`src/rtl/gate_tally_pkg.sv`:
```
package gate_tally_pkg;

  typedef enum logic [1:0] {
    GT_IDLE    = 2'd0,
    GT_ENTERED = 2'd1,
    GT_COVERED = 2'd2
  } gt_state_t;

endpackage

```
`src/rtl/gate_passage_fsm.sv`:
```
module gate_passage_fsm
  import gate_tally_pkg::*;
(
  input  logic clk,
  input  logic rst,
  input  logic det_a,
  input  logic det_b,
  output logic pass_done
);

  gt_state_t cur_q;
  gt_state_t nxt;

  always_comb begin
    nxt = cur_q;
    unique case (cur_q)
      GT_IDLE: begin
        if (det_a && !det_b) nxt = GT_ENTERED;
      end
      GT_ENTERED: begin
        if (det_a && det_b)        nxt = GT_COVERED;
        else if (!det_a && !det_b) nxt = GT_IDLE;
      end
      GT_COVERED: begin
        if (!det_a && !det_b)     nxt = GT_IDLE;
        else if (det_a && !det_b) nxt = GT_ENTERED;
      end
      default: nxt = GT_IDLE;
    endcase
  end

  // Mealy exit: the all-clear seen while covered
  assign pass_done = (cur_q == GT_COVERED) && !det_a && !det_b;

  always_ff @(posedge clk or posedge rst) begin
    if (rst) cur_q <= GT_IDLE;
    else     cur_q <= nxt;
  end

  AST_IDLE_TO_ENTERED: assert property (@(posedge clk) disable iff (rst)
    (cur_q == GT_IDLE && det_a && !det_b) |=> (cur_q == GT_ENTERED));

  AST_IDLE_HOLDS: assert property (@(posedge clk) disable iff (rst)
    (cur_q == GT_IDLE && !(det_a && !det_b)) |=> (cur_q == GT_IDLE));

  AST_ENTERED_TO_COVERED: assert property (@(posedge clk) disable iff (rst)
    (cur_q == GT_ENTERED && det_a && det_b) |=> (cur_q == GT_COVERED));

  AST_ENTERED_BACKOUT: assert property (@(posedge clk) disable iff (rst)
    (cur_q == GT_ENTERED && !det_a && !det_b) |=> (cur_q == GT_IDLE));

  AST_COVERED_EXIT: assert property (@(posedge clk) disable iff (rst)
    (cur_q == GT_COVERED && !det_a && !det_b) |=> (cur_q == GT_IDLE));

  AST_COVERED_REVERSE: assert property (@(posedge clk) disable iff (rst)
    (cur_q == GT_COVERED && det_a && !det_b) |=> (cur_q == GT_ENTERED));

  AST_PULSE_SINGLE: assert property (@(posedge clk) disable iff (rst)
    pass_done |=> !pass_done);

endmodule

```
`src/rtl/decade_digit.sv`:
```
module decade_digit #(
  parameter int DIGIT_W = 4,
  parameter int MODULUS = 10
) (
  input  logic               clk,
  input  logic               rst,
  input  logic               inc,
  output logic [DIGIT_W-1:0] digit
);

  localparam logic [DIGIT_W-1:0] LAST = DIGIT_W'(MODULUS - 1);
  localparam logic [DIGIT_W-1:0] ONE  = DIGIT_W'(1);

  logic [DIGIT_W-1:0] val_q;

  always_ff @(posedge clk or posedge rst) begin
    if (rst)                 val_q <= '0;
    else if (inc) begin
      if (val_q == LAST)     val_q <= '0;
      else                   val_q <= val_q + ONE;
    end
  end

  assign digit = val_q;

  AST_STEP_ONE: assert property (@(posedge clk) disable iff (rst)
    (inc && val_q != LAST) |=> (val_q == $past(val_q) + ONE));

  AST_WRAP_ZERO: assert property (@(posedge clk) disable iff (rst)
    (inc && val_q == LAST) |=> (val_q == '0));

  AST_NO_OVERFLOW: assert property (@(posedge clk) disable iff (rst)
    val_q <= LAST);

  AST_HOLD_IDLE: assert property (@(posedge clk) disable iff (rst)
    !inc |=> $stable(val_q));

endmodule

```
`src/rtl/gate_tally.sv`:
```
module gate_tally #(
  parameter int DIGIT_W = 4,
  parameter int MODULUS = 10
) (
  input  logic               clk,
  input  logic               rst,
  input  logic               det_a,
  input  logic               det_b,
  output logic               tally_pulse,
  output logic [DIGIT_W-1:0] tally
);

  logic done_w;

  gate_passage_fsm u_fsm (
    .clk       (clk),
    .rst       (rst),
    .det_a     (det_a),
    .det_b     (det_b),
    .pass_done (done_w)
  );

  decade_digit #(
    .DIGIT_W (DIGIT_W),
    .MODULUS (MODULUS)
  ) u_digit (
    .clk   (clk),
    .rst   (rst),
    .inc   (done_w),
    .digit (tally)
  );

  assign tally_pulse = done_w;

  AST_RESET_CLEAR: assert property (@(posedge clk)
    rst |-> (tally == '0));

endmodule

```
`config.mk`:
```
export PLATFORM = sky130hd
export DESIGN_NAME = gate_tally
export DESIGN_NICKNAME = d
export VERILOG_FILES = /design/src/rtl/gate_tally_pkg.sv /design/src/rtl/gate_passage_fsm.sv /design/src/rtl/decade_digit.sv /design/src/rtl/gate_tally.sv
export SDC_FILE = /design/constraint.sdc
export NUM_CORES = 1
export LEC_CHECK = 0
export BUFFER_PORTS_ARGS = -buffer_cell sky130_fd_sc_hd__buf_4
export CAP_MARGIN = 0
export CORE_AREA = 2 2 39 41
export CTS_CLUSTER_DIAMETER = 120
export CTS_CLUSTER_SIZE = 10
export DETAILED_ROUTE_END_ITERATION = 8
export DIE_AREA = 0 0 41 43
export GPL_ROUTABILITY_DRIVEN = 0
export PLACE_DENSITY = 0.54
export SLEW_MARGIN = 10
export SYNTH_ARGS = -nofsm -noshare
export SYNTH_HDL_FRONTEND = slang
export SYNTH_HIERARCHICAL = 1
export SYNTH_SLANG_ARGS = --single-unit
```
`constraint.sdc`:
```
create_clock -name clk -period 1.95 [get_ports clk]
set_input_delay 0.2925 -clock clk [delete_from_list [all_inputs] [get_ports clk]]
set_output_delay 0.2925 -clock clk [all_outputs]
set_load 0.03 [all_outputs]
```
**After elaboration in Yosys (flattened, before gate mapping)**

Index checks and enable logic that the tools add are counted.

- Eq/ne operators: 4
- Reductions and logical operators: 8
- Add/subtract/negate cells: 1
- Muxes and demuxes: 6

Operator list:

| operator | count |
|---|---|
| $mux W2 | 4 |
| $pmux W2 S3 | 1 |
| $logic_and A1 B1 Y1 | 5 |
| $add A4 B1 Y4 const B | 1 |
| $eq A4 B4 Y1 const B | 1 |
| $mux W4 | 1 |
| $ne A3 B1 Y1 const B | 1 |
| $eq A2 B1 Y1 const B | 1 |
| $eq A2 B2 Y1 const B | 1 |
| $logic_not A1 Y1 | 2 |
| $logic_not A2 Y1 | 1 |

- Flip-flop bits (word level): 6
- Input bits: 4
- Output and inout port bits: 5

**Depth between registers and ports, before layout**

Gate-level depths: netlist of run 1.

- Word-level depth: 5
- Depth in mapped cells: 5
- Gate-level depth less buffers: 5

**Hierarchy**

The synthesis of run 1 kept the hierarchy.

Modules (own cells, without submodules):

| module | area each (um^2) | sequential area each (um^2) | cells each | times used |
|---|---|---|---|---|
| decade_digit | 188.9 | 100.1 | 17 | 1 |
| gate_passage_fsm | 162.7 | 50.0 | 16 | 1 |

**Worst setup path before layout of run 1**

OpenSTA, ideal clock, no wires.

- Path kind: reg2reg
- Start: reg u_fsm.cur_q[0]
- End: reg u_digit.val_q[3] (netlist: u_digit/digit[3])
- Path slack: -0.102 ns
- Arrival: 1.986 ns
- Path buffers: 0
- Required time: 1.884 ns
- Stages on the path, launching flop included: 6
- Cells stage by stage: dfrtp_1 -> or2b_1 -> nor3_1 -> and4b_1 -> o21ai_1 -> nand2_1

- Longest elaborated chain between the ends: 3

RTL lines:

| what | line | RTL |
|---|---|---|
| from (decl) | gate_passage_fsm.sv:11 | `gt_state_t cur_q;` |
| from (signal assigned) | gate_passage_fsm.sv:37 | `else cur_q <= nxt;` |
| $eq A2 B2 Y1 | gate_passage_fsm.sv:33 | `assign pass_done = (cur_q == GT_COVERED) && !det_a && !det_b;` |
| $logic_and A1 B1 Y1 (2 in series) | gate_passage_fsm.sv:33 |  |
| net tally_pulse | gate_tally.sv:9 | `output logic tally_pulse,` |
| to (signal assigned) | decade_digit.sv:20 | `else val_q <= val_q + ONE;` |
| to (decl) | decade_digit.sv:14 | `logic [DIGIT_W-1:0] val_q;` |

The timed path passes the listed nets, and every way through them passes these cells.
A chain may end at the register's enable or synchronous reset.

**Worst setup path after layout of run 1**

- Start: reg u_fsm.cur_q[0]
- End: out tally_pulse

- Longest elaborated chain between the ends: 3

RTL lines:

| what | line |
|---|---|
| $eq A2 B2 Y1 | gate_passage_fsm.sv:33 |
| $logic_and A1 B1 Y1 (2 in series) | gate_passage_fsm.sv:33 |
| to (decl) | gate_tally.sv:9 |

No other way between the ends.

==> results of run 1 <==
-- metal layers --
layer  routed length, um  track usage
met3                  47       0.0471
met1                 270       0.0957
met5                   0            0
met2                 277        0.100
met4                   0       0.0600
-- final cells by class --
cell class | count | area (sq um)
Fill cell | 147 | 915
Multi-Input combinational cell | 23 | 191
Sequential cell | 6 | 150
Timing Repair Buffer | 9 | 70.1
Clock buffer | 3 | 22.5
Tap cell | 16 | 20.0
Inverter | 4 | 15.0
-- worst paths after layout --
kind	startpoint	end	cells past startpoint	slack [ns]
max in group asynchronous	rst	u_digit/digit[0]	3	1.30
min in group asynchronous	rst	u_fsm/cur_q[1]	3	0.47
min reg2reg	u_digit/digit[3]	u_digit/digit[3]	2	0.54
max	u_fsm/cur_q[0]	tally_pulse	3	0.21
min	det_a	u_fsm/cur_q[0]	3	0.38
max reg2reg	u_fsm/cur_q[0]	u_digit/digit[3]	5	0.51
-- power groups by stage --
stage               Combinational [mW]  Sequential [mW]  Clock [mW]
global placement                 0.135            0.196           0
CTS                              0.137            0.197       0.117
global route                     0.146            0.203       0.124
detailed placement               0.136            0.199           0
floorplan                       0.0381            0.237           0
finish                           0.135            0.196       0.113
-- stage by stage --
stage          hold WS, ns  worst slack (ns)  utilization
6_report             0.378             0.209        0.339
5_1_grt              0.415             0.132        0.339
4_1_cts              0.376             0.198        0.339
3_5_place_dp         0.164             0.469        0.316
3_3_place_gp         0.168             0.519        0.316
2_1_floorplan       0.0337             0.301            -
-- state kept, by name, indices dropped and copies added, names as in the netlist --
register,cells
u_digit/digit,4
u_fsm/cur_q,2
-- cell families after synthesis --
kind of cell    Yosys count  synth area share
compound gates            4            0.0712
xor+xnor                  2            0.0498
fa+ha+maj                 3             0.107
buf+inv                   4            0.0427
flops                     6             0.427
simple gates             14             0.303
-- worst max-delay path, delay by kind of cell (launching register included) --
family,cells,cell delay [ns]
buffers and inverters,1,0.24
DFF,1,0.40
and+or+nand+nor,2,0.57
-- placed cells by master (no fill, tap or decap) --
cell and instances:
nor3_2 2, ha_1 3, nor2b_2 1, o21ai_1 2
or3b_2 1, buf_4 8, nor2b_1 1, and4b_1 1
o31ai_1 1, nand3b_1 1, clkbuf_4 3, a21o_1 1
nand4bb_1 1, nand2_1 1, dlygate4sd3_1 1, inv_1 4
or4bb_1 1, xor2_1 1, nand3_1 2, nand2_2 1
dfrtp_1 6, xnor2_1 1, or2b_1 1
==> impl_metrics.tcl, run 1 <==
set metrics [dict create \
    combPwrFrac 0.305 \
    p_leak_nw 0.246 \
    clock_skew_ns 0.00511 \
    initial_core_util 0.254 \
    placedCellCount 57 \
    crit_fanout 5 \
    power_frac_clock 0.254 \
    hold_viol_final 0 \
    p_seq_frac 0.441 \
    ys_seq_area_frac 0.427 \
    rsz0062_at_grt "false" \
    power_density_mw_per_mm2 947 \
    p_int_uw 283 \
    drv_slew 0 \
    syn_to_final_growth_pct 33.5 \
    worstPathRequired_ns 1.66 \
    die_w_um 41 \
    fin_crit_sh 0.893 \
    start_kind "register" \
    hp-class "in -> reg" \
    vias 276 \
    setup.worst_path.end_class "output port" \
    synth_common_cells "dfrtp_1 (6), inv_1 (4), ha_1 (3)" \
    htreeDepth 1 \
    crit_chain "or2b_1 > nor3_2 > buf_4" \
    synth.area.top_cells "dfrtp_1 (43%), ha_1 (11%), inv_1 (4.3%)" \
    grt_antenna_before_repair 0 \
    critPathSlowestCell "dfrtp_1" \
    syn-cell-area_sq_um 352 \
    first_global_vias 224 \
    num_antenna_cells 0 \
    port_buffers 8 \
    final_net_count 54 \
    syn_nets 40 \
    setup_viol 0 \
    postCtsSetupBuffers 0 \
    io_pins 9 \
    holdBufCountCts 1 \
    root_buffer "clkbuf_4" \
    avgSynthCellArea_sq_um 10.7 \
    synthesis.instances 33 \
    synth_edf_count 0 \
    drive_above_1_share 0.356 \
    drv_cap 0 \
    grt_usage 0.0800 \
    yosys_warnings 6 \
    rows 14 \
    p_sw_uw 162 \
    ys_seq_elements 6 \
    peakVddDrop_v 0.000339 \
    clk_pin_slew_ns 0.05 \
    cts-resized-gates 0 \
    fmax_mhz 574 \
    clockBufferDepth 2 \
    dr.pass1.iters 1 \
    worst_pin_slew_ns 0.385 \
    cts_buffers 3 \
    power.total_uw 444 \
    clock_sinks 6 \
    synthDistinctLibCells 21 \
    ant_nets 0 \
    die_area_sq_mm 0.00176 \
    drc_errors 0 \
    slowest_delay_ns 0.40 \
    core_sq_mm 0.00138 \
    synthArstFlopShare 1.00 \
    fin_cells 61 \
    drtIter0Drc 0 \
    status "finished, final reports clean" \
    drt_wl_total_um 594 \
    worstSetupPathType "reg -> out" \
    finalCriticalPeriod_ns 1.74 \
    p_sw_frac 0.364 \
    synth-main-ff-cell "dfrtp_1" \
    grt_overflow_total 0 \
    die_h_um 43 \
    avgViaCountPerCell 4.52 \
    yosys.area.top_type "dfrtp_1" \
    yosysTopAreaCellShare 0.427 \
    maxSlewHeadroom 0.742 \
    synth_most_common_cell "dfrtp_1" \
    cts_tree "yes" \
    insertion_delay_ns 0.24 \
    grt_start_max_net_pins 7 \
    placedInstanceArea_sq_um 437 \
    grt_pass1_wl_um 876 \
    final.setup.tns_ns 0 \
    critPathArrivalTime_ns 1.45 \
    final_area_sq_um 469 \
    wire_per_inst_um 9.74 \
]
Power figures use the tool's default switching activity.
==> run 2, diff against run 1 <==
--- a/config.mk
+++ b/config.mk
@@ -5,6 +5,7 @@
 export SDC_FILE = /design/constraint.sdc
 export NUM_CORES = 1
 export LEC_CHECK = 0
+export ABC_AREA = 1
 export BUFFER_PORTS_ARGS = -buffer_cell sky130_fd_sc_hd__buf_4
 export CAP_MARGIN = 0
 export CORE_AREA = 2 2 39 41
==> impl_metrics.tcl, run 2 <==
set metrics [dict create \
    setup.worst_path.end_class "output port" \
    die_h_um 43 \
    ys_seq_elements 6 \
    drive_above_1_share 0.268 \
    die_w_um 41 \
    critPathArrivalTime_ns 1.43 \
    first_global_vias 278 \
    io_pins 9 \
    num_antenna_cells 0 \
    cts_tree "yes" \
    synth-compound-area-share 0.0389 \
    synth_mux_area_frac 0 \
    synth_top_family_by_area "simple AND/OR/NAND/NOR gates" \
    yosysTopAreaCellShare 0.424 \
    endpoint "tally_pulse" \
    final.setup.tns_ns 0 \
    fin_crit_sh 0.882 \
    drc_errors 0 \
    synth_common_cells "inv_1 (8), nand2_1 (8), dfrtp_1 (6), nand3_1 (6), nor2_1 (4)" \
    port_buffers 8 \
    synthArstFlopShare 1.00 \
    clock_sinks 6 \
    grt_antenna_before_repair 0 \
    drtIter0Drc 8 \
    core_sq_mm 0.00138 \
    grt_usage 0.0993 \
    dpl.hpwl_um 524 \
    critPathSlowestCell "dfrtp_1" \
    cp_num_buf_inv 1 \
    clock_skew_ns 0.00104 \
    synth_edf_count 0 \
    worst_pin_slew_ns 0.388 \
    avgSynthCellArea_sq_um 8.05 \
    multiInputGateArea_sq_um 170 \
    r2r_slack_ns 0.39 \
    rsz0062_at_grt "false" \
    maxSlewHeadroom 0.741 \
    yosys.area.top_type "dfrtp_1" \
    synthesis.instances 44 \
    setup_viol 0 \
    crit_chain "nor2_2 > nand2_1 > nor2_1 > buf_4" \
    die_area_sq_mm 0.00176 \
    wire_per_inst_um 9.19 \
    ys_seq_area_frac 0.424 \
    hp-class "in -> reg" \
    whs_ns 0.334 \
    fmax_mhz 581 \
    placedCellCount 68 \
    mostFrequentLayoutCells "buf_4 (8), inv_1 (8), nand2_1 (8)" \
    crit_family "simple AND/OR/NAND/NOR gates" \
    clockBufferDepth 2 \
    startpoint "u_fsm/cur_q[0]" \
    synth-main-ff-cell "dfrtp_1" \
    syn_to_final_growth_pct 31.8 \
    yosys_warnings 6 \
    syn-cell-area_sq_um 354 \
    largest_reg_flops 4 \
    worstSetupPathType "reg -> out" \
    synth.area.top_cells "dfrtp_1 (42%), ha_1 (11%), nand3_1 (8.5%)" \
    grt_pass1_wl_mm 1.13 \
    start_kind "register" \
    ant_nets 0 \
    path_depth 4 \
    cts_buffers 3 \
    grt.met2_usage 0.113 \
    grt_start_max_net_pins 7 \
    final_util 0.337 \
    synthSimpleGateAreaFrac 0.286 \
    r2r_end "u_digit/digit[3]" \
    worstPathRequired_ns 1.66 \
    finalCriticalPeriod_ns 1.72 \
    drv_slew 0 \
    avgViaCountPerCell 4.39 \
    grt_use_met1 0.146 \
    synthXorXnorAreaFrac 0.0495 \
    hold_viol_final 0 \
    synth_fa_ha_area_frac 0.106 \
    htreeDepth 1 \
    initial_core_util 0.256 \
    final_net_count 65 \
    root_buffer "clkbuf_4" \
    fill_cells 160 \
    vias 316 \
    drt_wl_total_um 662 \
    syn_nets 51 \
    seq_area_sq_um 150 \
    gr-usage-met3 0.0785 \
    p_leak_nw 0.259 \
    cts-resized-gates 0 \
    crit_fanout 6 \
    timing.rr.start "u_fsm/cur_q[0]" \
    slowest_delay_ns 0.40 \
    fin_cells 72 \
    status "finished, final reports clean" \
    dr.pass1.iters 3 \
    rr_worst_depth 8 \
    hold_start "det_a" \
    rows 14 \
    insertion_delay_ns 0.24 \
    grt_overflow_total 0 \
    clk_pin_slew_ns 0.04 \
    peakVddDrop_v 0.000505 \
    top_usage_layer "met1" \
    synthDistinctLibCells 13 \
    power_density_mw_per_mm2 1040 \
    drv_cap 0 \
]
==> run 2: how the worst min path moves through the flow <==
stage | endpoint | slack, ns | cells after the start
6_report | u_fsm/cur_q[0] | 0.33 | 3
5_1_grt | u_fsm/cur_q[0] | 0.37 | 3
4_1_cts | u_fsm/cur_q[0] | 0.33 | 3
3_5_place_dp | u_fsm/cur_q[1] | 0.17 | 2
3_3_place_gp | u_fsm/cur_q[1] | 0.17 | 2
2_1_floorplan | u_fsm/cur_q[0] | 0.03 | 1
==> run 2: report_power, final <==
part	total (mW)	switching (mW)	internal [mW]	leakage, nW
clock	0.114	0.0442	0.0696	0.0138
sequential	0.202	0.0433	0.159	0.0705
combinational	0.172	0.107	0.0651	0.175
total	0.488	0.194	0.294	0.259
==> run 2: what timing repair did <==
action / CTS / global route
hold buffers: 1 / 0
hold endpoints to repair: 6 / 0
setup buffers: 0 / 0
==> run 2: cell families (layout without fill, tap and decap cells) <==
logic type / Yosys count / count (layout)
XOR/XNOR: 2 / 2
AO/OA/AOI/OAI: 2 / 2
buffers and inverters: 9 / 21
flip-flops: 6 / 6
AND/OR/NAND/NOR: 22 / 22
adder cells (fa/ha/maj): 3 / 3
==> run 2: tightest hold or removal path: stages <==
cell	delay [ns]
buf_4	0.11
nand3_1	0.07
nand3_1	0.07
==> run 2: stage by stage <==
stage	total power, mW	setup slack [ns]	cell area (sq um)
after floorplan	0.309	0.206	354
after global placement	0.373	0.452	434
after detailed placement	0.376	0.425	434
after CTS	0.496	0.220	467
after global routing	0.523	0.127	467
final	0.488	0.230	467
==> run 2: metal layers <==
metal / vias to the layer above / wire length (um)
li1: 161 / -
met1: 147 / 327
met2: 8 / 292
met3: 0 / 41
met4: 0 / 0
met5: - / 0
==> run 2: layout make-up <==
type,count,area share
Multi-Input combinational cell,29,0.365
Inverter,9,0.0724
Timing Repair Buffer,9,0.150
Tap cell,16,0.0429
Clock buffer,3,0.0483
Sequential cell,6,0.322
==> run 3, diff against run 2 <==
--- a/config.mk
+++ b/config.mk
@@ -8,13 +8,14 @@
 export ABC_AREA = 1
 export BUFFER_PORTS_ARGS = -buffer_cell sky130_fd_sc_hd__buf_4
 export CAP_MARGIN = 0
-export CORE_AREA = 2 2 39 41
+export CELL_PAD_IN_SITES_DETAIL_PLACEMENT = 1
+export CELL_PAD_IN_SITES_GLOBAL_PLACEMENT = 2
+export CORE_UTILIZATION = 26
 export CTS_CLUSTER_DIAMETER = 120
 export CTS_CLUSTER_SIZE = 10
 export DETAILED_ROUTE_END_ITERATION = 8
-export DIE_AREA = 0 0 41 43
 export GPL_ROUTABILITY_DRIVEN = 0
-export PLACE_DENSITY = 0.54
+export PLACE_DENSITY = 0.78
 export SLEW_MARGIN = 10
 export SYNTH_ARGS = -nofsm -noshare
 export SYNTH_HDL_FRONTEND = slang
==> impl_metrics.tcl, run 3 (synthesized netlist as in run 2, its figures left out) <==
set metrics [dict create \
    setup_viol 0 \
    hold_start "det_a" \
    worstSetupPathType "reg -> out" \
    num_antenna_cells 0 \
    fill_cells 150 \
    final.setup.tns_ns 0 \
    grt_overflow_total 0 \
    die_w_um 38.9 \
    worstPathRequired_ns 1.66 \
    grt_usage 0.133 \
    cp_num_buf_inv 1 \
    setup.worst_path.end_class "output port" \
    mostFrequentLayoutCell "buf_4" \
    critPathArrivalTime_ns 1.31 \
    start_kind "register" \
    postCtsSetupBuffers 0 \
    power_density_mw_per_mm2 1040 \
    mostFrequentLayoutCells "buf_4 (9), inv_1 (8), nand2_1 (8)" \
    port_buffers 8 \
    cts-resized-gates 0 \
    ant_nets 0 \
    crit_chain "nor2_2 > nand2_1 > nor2_1 > buf_4" \
    clk_pin_slew_ns 0.04 \
    drv_cap 0 \
    hold_viol_final 0 \
    multiInputGateArea_sq_um 170 \
    final_area_sq_um 472 \
    p_int_uw 294 \
    placedInstanceArea_sq_um 439 \
    slowest_delay_ns 0.40 \
    largest_reg_flops 4 \
    power_frac_clock 0.230 \
    syn_to_final_growth_pct 33.2 \
    drc_errors 0 \
    initial_core_util 0.299 \
    rsz0062_at_grt "false" \
    dr.pass1.iters 2 \
    clockBufferDepth 2 \
    drtIter0Drc 7 \
    die_h_um 38.9 \
    rows 12 \
    final_net_count 66 \
    grt_antenna_before_repair 0 \
    startpoint "u_fsm/cur_q[0]" \
    drv_slew 0 \
    dpl.hpwl_um 622 \
    peakVddDrop_v 0.000471 \
    crit_fanout 4 \
    htreeDepth 1 \
    grt_start_max_net_pins 7 \
    timing.rr.start "u_fsm/cur_q[0]" \
    die_area_sq_mm 0.00151 \
    core_sq_mm 0.00119 \
    first_global_vias 300 \
    power.total_uw 491 \
    avgViaCountPerCell 4.41 \
    cts_buffers 3 \
    worst_pin_slew_ns 0.258 \
    status "finished, final reports clean" \
    p_seq_frac 0.412 \
    combPwrFrac 0.357 \
    fin_crit_sh 0.820 \
    cts_tree "yes" \
    root_buffer "clkbuf_4" \
    wire_per_inst_um 10.7 \
    placedCellCount 67 \
    p_sw_frac 0.400 \
    drt_wl_total_um 757 \
    drive_above_1_share 0.281 \
    crit_family "simple AND/OR/NAND/NOR gates" \
    fmax_mhz 625 \
    vias 313 \
    io_pins 9 \
    p_leak_nw 0.265 \
    seq_area_sq_um 150 \
    clock_skew_ns 0.00473 \
    grt_pass1_wl_mm 1.26 \
    maxSlewHeadroom 0.827 \
    critPathSlowestCell "dfrtp_1" \
    clock_sinks 6 \
    insertion_delay_ns 0.25 \
    fin_cells 71 \
    hp-class "in -> reg" \
    finalCriticalPeriod_ns 1.60 \
    p_sw_uw 196 \
]
[run 3: metal layers]
layer	track usage	share of wire	vias to the layer above
met1	0.175	0.53	145
met5	0	0	-
met4	0.0259	0	0
met2	0.167	0.40	7
met3	0.104	0.073	0
li1	-	-	161
[run 3: tightest hold or removal path, cell delays in order]
cell	delay [ns]
buf_4	0.11
nand3_1	0.07
nand3_1	0.06
[run 3: power by group through the flow]
stage	Sequential, mW	Combinational, mW	Clock, mW
2_1_floorplan	0.246	0.0623	0
3_3_place_gp	0.205	0.173	0
3_5_place_dp	0.205	0.175	0
4_1_cts	0.203	0.177	0.119
5_1_grt	0.209	0.190	0.125
6_report	0.202	0.175	0.113
[run 3: final cells by class]
type                            instances  area share
Inverter                                9      0.0716
Sequential cell                         6       0.318
Timing Repair Buffer                   10       0.164
Multi-Input combinational cell         29       0.361
Clock buffer                            3      0.0477
Tap cell                               14      0.0371
[run 3: worst paths after layout]
check	cells after the start	to	slack (ns)
min in group asynchronous	3	u_fsm/cur_q[1]	0.46
max in group asynchronous	3	u_digit/digit[1]	1.29
max	4	tally_pulse	0.35
min	3	u_fsm/cur_q[0]	0.33
max reg2reg	8	u_digit/digit[3]	0.53
min reg2reg	1	u_digit/digit[2]	0.55
[run 3: timing repair]
item                                   in CTS  in global routing
setup endpoints to repair                   0                  0
hold buffers                                1                  0
endpoints found under the hold margin       6                  0
[run 3: metrics by stage]
step | util | setup slack, ns | hold WS (ns)
5_1_grt | 0.398 | 0.254 | 0.336
4_1_cts | 0.398 | 0.336 | 0.327
6_report | 0.398 | 0.350 | 0.329
3_3_place_gp | 0.370 | 0.527 | 0.168
3_5_place_dp | 0.370 | 0.519 | 0.168
2_1_floorplan | - | 0.206 | 0.0337
